File: config.mk
export PLATFORM = sky130hd
export DESIGN_NAME = cmdbuf_parity_reg
export DESIGN_NICKNAME = d
export VERILOG_FILES = /design/src/rtl/cmdbuf_pkg.sv /design/src/rtl/cmdbuf_rst_sync.sv /design/src/rtl/cmdbuf_capture.sv /design/src/rtl/cmdbuf_parity.sv /design/src/rtl/cmdbuf_err_fsm.sv /design/src/rtl/cmdbuf_parity_reg.sv
export SDC_FILE = /design/constraint.sdc
export NUM_CORES = 1
export LEC_CHECK = 0
export BUFFER_PORTS_ARGS = -buffer_cell sky130_fd_sc_hd__buf_2
export CAP_MARGIN = 25
export CORE_MARGIN = 2
export CORE_UTILIZATION = 50
export DETAILED_ROUTE_END_ITERATION = 16
export GPL_ROUTABILITY_DRIVEN = 0
export GPL_TIMING_DRIVEN = 0
export PLACE_DENSITY = 0.89
export SETUP_SLACK_MARGIN = 0.5
export SYNTH_ARGS = -nofsm -noshare
export SYNTH_HDL_FRONTEND = slang
export SYNTH_SLANG_ARGS = --single-unit
File: constraint.sdc
create_clock -name clk -period 1.1 [get_ports clk]
set_input_delay 0.11 -clock clk [delete_from_list [all_inputs] [get_ports clk]]
set_output_delay 0.11 -clock clk [all_outputs]
set_load 0.1 [all_outputs]
File: src/rtl/cmdbuf_pkg.sv
package cmdbuf_pkg;

    typedef enum logic [1:0] {
        ROLE_SOLO = 2'd0,
        ROLE_LEAD = 2'd1,
        ROLE_TAIL = 2'd2
    } role_e;

    typedef enum logic [1:0] {
        ERR_CLEAR = 2'd0,
        ERR_HOLD1 = 2'd1,
        ERR_HOLD2 = 2'd2
    } err_state_e;

    function automatic role_e decode_role(input logic cascade, input logic upper);
        if (!cascade) begin
            return ROLE_SOLO;
        end else if (upper) begin
            return ROLE_TAIL;
        end
        return ROLE_LEAD;
    endfunction

endpackage

File: src/rtl/cmdbuf_rst_sync.sv
module cmdbuf_rst_sync #(
    parameter int STAGES = 2
) (
    input  logic clk,
    input  logic arst_n,
    output logic srst_n
);
    logic [STAGES-1:0] chain_q;

    // Assert at once, release only after STAGES rising edges.
    always_ff @(posedge clk or negedge arst_n) begin
        if (!arst_n) begin
            chain_q <= '0;
        end else begin
            chain_q <= {chain_q[STAGES-2:0], 1'b1};
        end
    end

    assign srst_n = chain_q[STAGES-1];
endmodule

File: src/rtl/cmdbuf_capture.sv
module cmdbuf_capture #(
    parameter int DATA_W = 14,
    parameter int CTRL_W = 2
) (
    input  logic              clk,
    input  logic              rst_n,
    input  logic              hold,
    input  logic [DATA_W-1:0] d_in,
    input  logic [CTRL_W-1:0] ctl_in,
    output logic [DATA_W-1:0] q_out,
    output logic [CTRL_W-1:0] q_ctl
);
    // Control bits register every edge; data freezes while gated.
    always_ff @(posedge clk or negedge rst_n) begin
        if (!rst_n) begin
            q_out <= '0;
            q_ctl <= '0;
        end else begin
            q_ctl <= ctl_in;
            if (!hold) begin
                q_out <= d_in;
            end
        end
    end
endmodule

File: src/rtl/cmdbuf_parity.sv
module cmdbuf_parity
    import cmdbuf_pkg::*;
#(
    parameter int DATA_W = 14,
    parameter int STAGES = 2
) (
    input  logic              clk,
    input  logic              rst_n,
    input  role_e             role,
    input  logic              hold,
    input  logic [DATA_W-1:0] d_in,
    input  logic              par_bit,
    output logic              part_par,
    output logic              err_now
);
    localparam int TAIL_IDX = STAGES - 1;

    logic [STAGES-1:0] dp_q;
    logic [STAGES-1:0] ok_q;
    logic              word_xor;
    logic              sel_dp;
    logic              sel_ok;
    logic              sum;

    assign word_xor = ^d_in;

    // Word parity and its accepted flag travel down a short pipe so the
    // late parity bit (or the lead's result) meets the right word.
    always_ff @(posedge clk or negedge rst_n) begin
        if (!rst_n) begin
            dp_q <= '0;
            ok_q <= '0;
        end else begin
            dp_q[0] <= word_xor;
            ok_q[0] <= !hold;
            for (int i = 1; i < STAGES; i++) begin
                dp_q[i] <= dp_q[i-1];
                ok_q[i] <= ok_q[i-1];
            end
        end
    end

    always_comb begin
        if (role == ROLE_TAIL) begin
            sel_dp = dp_q[TAIL_IDX];
            sel_ok = ok_q[TAIL_IDX];
        end else begin
            sel_dp = dp_q[0];
            sel_ok = ok_q[0];
        end
        sum     = sel_dp ^ par_bit;
        err_now = sel_ok && (role != ROLE_LEAD) && !sum;
    end

    always_ff @(posedge clk or negedge rst_n) begin
        if (!rst_n) begin
            part_par <= 1'b0;
        end else if (sel_ok) begin
            part_par <= sum;
        end
    end
endmodule

File: src/rtl/cmdbuf_err_fsm.sv
module cmdbuf_err_fsm
    import cmdbuf_pkg::*;
(
    input  logic clk,
    input  logic rst_n,
    input  logic err_now,
    output logic err_n
);
    err_state_e state_q;
    err_state_e state_d;

    always_ff @(posedge clk or negedge rst_n) begin
        if (!rst_n) begin
            state_q <= ERR_CLEAR;
        end else begin
            state_q <= state_d;
        end
    end

    always_comb begin
        unique case (state_q)
            ERR_CLEAR: state_d = err_now ? ERR_HOLD1 : ERR_CLEAR;
            ERR_HOLD1: state_d = err_now ? ERR_HOLD1 : ERR_HOLD2;
            ERR_HOLD2: state_d = err_now ? ERR_HOLD1 : ERR_CLEAR;
            default:   state_d = ERR_CLEAR;
        endcase
    end

    always_comb begin
        err_n = (state_q == ERR_CLEAR);
    end
endmodule

File: src/rtl/cmdbuf_parity_reg.sv
module cmdbuf_parity_reg
    import cmdbuf_pkg::*;
#(
    parameter int DATA_W      = 14,
    parameter int CTRL_W      = 2,
    parameter int SYNC_STAGES = 2,
    parameter int PAR_STAGES  = 2
) (
    input  logic              clk,
    input  logic              rst_n,
    input  logic              mode_cascade,
    input  logic              mode_upper,
    input  logic              cs_a_n,
    input  logic              cs_b_n,
    input  logic [CTRL_W-1:0] ctl_in,
    input  logic [DATA_W-1:0] d_in,
    input  logic              par_bit,
    output logic [DATA_W-1:0] q_out,
    output logic [CTRL_W-1:0] q_ctl,
    output logic              part_par,
    output logic              err_n
);
    logic  rst_sync_n;
    logic  hold;
    logic  err_now;
    role_e role;

    assign hold = cs_a_n & cs_b_n;
    assign role = decode_role(mode_cascade, mode_upper);

    cmdbuf_rst_sync #(
        .STAGES (SYNC_STAGES)
    ) u_rst (
        .clk    (clk),
        .arst_n (rst_n),
        .srst_n (rst_sync_n)
    );

    cmdbuf_capture #(
        .DATA_W (DATA_W),
        .CTRL_W (CTRL_W)
    ) u_cap (
        .clk    (clk),
        .rst_n  (rst_sync_n),
        .hold   (hold),
        .d_in   (d_in),
        .ctl_in (ctl_in),
        .q_out  (q_out),
        .q_ctl  (q_ctl)
    );

    cmdbuf_parity #(
        .DATA_W (DATA_W),
        .STAGES (PAR_STAGES)
    ) u_par (
        .clk      (clk),
        .rst_n    (rst_sync_n),
        .role     (role),
        .hold     (hold),
        .d_in     (d_in),
        .par_bit  (par_bit),
        .part_par (part_par),
        .err_now  (err_now)
    );

    cmdbuf_err_fsm u_err (
        .clk     (clk),
        .rst_n   (rst_sync_n),
        .err_now (err_now),
        .err_n   (err_n)
    );
endmodule

==> impl_metrics.yaml <==
outcome:
  outcome: "finished with violations"
  violations: "negative hold slack, negative setup slack"
final_layout:
  nNetsFinal: 149
  syn_to_final_growth_pct: 78.5
  drive_gt1_share_pct: 76.8
  layout_common_cells: "20 x buf_2, 18 x buf_12, 18 x dfrtp_4"
  post-route-util_pct: 94.0
  fillers: 55
  mostFrequentLayoutCell: "buf_2"
clock_network:
  h-tree-depth: 1
  clkLatencyLatePin_ps: 340
  cts_hold_buf: 3
  cts_buffer_depth: 2
  cts_tree: "built"
  numCtsBuffers: 3
  cts_sinks: 25
  clkTransAtPathRegs_ps: 140
  cts_root_buffer: "clkbuf_4"
die:
  fp.coreArea_mm2: 0.00196
  rows: 16
  initial_utilization_pct: 52.7
  die_w_um: 49.5
  die_h_um: 49.5
  io_pins: 41
  fp.dieArea_mm2: 0.00245
setup_path:
  cp_data_required_time_ps: 1360
  crit_path_start_kind: "register"
  crit_fanout: 3
  worstSetupEndpointType: "register"
  rr_worst_depth: 3
  crit_type: "reg -> reg"
  critPathArrivalTime_ps: 1530
route:
  vias_per_cell: 5.76
  dr.pass1.iters: 4
  drc: 0
  routedWlPerCell_um: 25.2
  routed-via-count: 881
  drt_iter0_drc: 31
  ant_nets: 0
  routed_wl_um: 3850
pwr:
  finalPower_mw: 3.22
  leakage_nw: 0.839
  peakVddDrop_uv: 1360
  power_density_mw_per_mm2: 1750
timing:
  finalCritPeriodShare_pct: 115
  setup_viol: 21
  finalHoldViolCount: 1
  fin_skew_ps: 10.0
  fmaxAchievable_mhz: 788
  post-route-min-period_ps: 1270
  fin_setup_tns_ps: -1380
  worst_hold_slack_ps: -0.00278
  drv_slew: 0
  grt_setup_unrepaired: "true"
  fin_ws_ps: -169
yosys:
  synth_nets: 94
  synth_warnings: 0
  ys_types: 23
  ys_seq_area_share_pct: 60.5
  synthCells: 71
  postSynthAreaPerCell_um2: 14.6
  ys_ff_latch: 25
  netlist_area_mm2: 0.00103
global_routing:
  grt_antenna_before_repair: 1
  overflow: 0
  grt_use_total_pct: 27.0
  grt_max_degree: 24
  grt_pass1_vias: 873
  grt_pass1_wl_um: 4690
place:
  place_hpwl_um: 1450
  preCtsSetupSlack_ps: -178
  portBuffers: 40
run:
  drv_cap: 0
hold_path:
  hold_depth: 2
  hold_class: "in -> reg"
-- registers in the layout, indices dropped and copies added (netlist names) --
signal          flops
u_cap.q_out        14
u_err.state_q       2
u_par.dp_q          2
u_cap.q_ctl         2
u_rst.chain_q       2
u_par.part_par      1
u_par.ok_q          2
-- final cells by class --
| class | count | area, um^2 | area share, % |
|---|---|---|---|
| buffer | 1 | 7.51 | 0.407 |
| multi-input combinational | 43 | 504 | 27.3 |
| timing repair buffer | 50 | 569 | 30.9 |
| tap | 27 | 33.8 | 1.83 |
| antenna | 1 | 2.50 | 0.136 |
| sequential | 25 | 693 | 37.6 |
| inverter | 2 | 7.51 | 0.407 |
| clock buffer | 4 | 26.3 | 1.42 |
-- where the power goes --
part	switching, mW	total, mW	internal, mW
Clock	0.297	0.440	0.143
Combinational	0.881	1.55	0.669
Sequential	0.148	1.23	1.08
Total	1.33	3.22	1.89
-- final timing paths --
path / from / to / slack, ps
max: u_par.dp_q[0] / u_err.state_q[1] / -170
min: d_in[7] / u_cap.q_out[7] / -0.003
max reg2reg: u_par.dp_q[0] / u_err.state_q[1] / -170
min reg2reg: u_rst.chain_q[1] / u_cap.q_out[10] / 210
max in group asynchronous: u_rst.chain_q[1] / u_cap.q_ctl[0] / 620
min in group asynchronous: rst_n / u_rst.chain_q[1] / 80
-- through the flow --
| stage | cell area, um^2 | std cells |
|---|---|---|
| 2_1_floorplan | 1130 | 71 |
| 3_3_place_gp | 1360 | 138 |
| 3_5_place_dp | 1360 | 138 |
| 4_1_cts | 1750 | 148 |
| 5_1_grt | 1840 | 153 |
| 6_report | 1840 | 153 |
-- synthesized netlist by cell type --
| cell type | count | area [um^2] |
|---|---|---|
| a21boi_0 | 1 | 7.51 |
| a311oi_1 | 1 | 8.76 |
| and2_1 | 1 | 6.26 |
| and3_1 | 1 | 6.26 |
| and4_1 | 1 | 8.76 |
| buf_2 | 1 | 5.00 |
| conb_1 | 1 | 3.75 |
| dfrtp_1 | 25 | 626 |
| inv_1 | 2 | 7.51 |
| mux2_2 | 14 | 158 |
| nand2_1 | 2 | 7.51 |
| nand3_1 | 1 | 5.00 |
| nor2_1 | 1 | 3.75 |
| nor3_1 | 1 | 5.00 |
| o211ai_1 | 1 | 7.51 |
| o21a_1 | 2 | 15.0 |
| o21ai_0 | 1 | 5.00 |
| o21bai_1 | 1 | 7.51 |
| o31ai_1 | 1 | 7.51 |
| or3b_1 | 1 | 8.76 |
| xnor2_1 | 8 | 70.1 |
| xnor3_1 | 2 | 45.0 |
| xor2_1 | 1 | 8.76 |
-- kinds of logic after synthesis --
family	after synthesis	synth area share (%)
flops	25	60.5
mux	14	15.3
xor+xnor	11	12.0
simple gates	9	4.96
compound gates	8	5.69
buf+inv	3	1.21
other cells	1	0.363
-- routing by layer --
metal  share of wire, %  vias up  GRT usage, %  wire [um]
met2                 53       60          50.7       2060
li1                   -      353             -          -
met1                 35      453          30.7       1360
met5                  0        -             0          0
met4                5.1        0          8.80        195
met3                6.2       15          4.85        239
-- critical path, stage by stage (launching register included) --
cell and delay (ps):
dfrtp_1 430, a21boi_4 160, or3b_4 390, a311oi_2 210
-- timing repair --
action,CTS,global route
endpoints found under the setup margin,59,36
hold endpoints to repair,4,1
pin swaps,5,1
setup buffers,3,4
resized for setup,79,13
(Power assumes the default switching activity.)
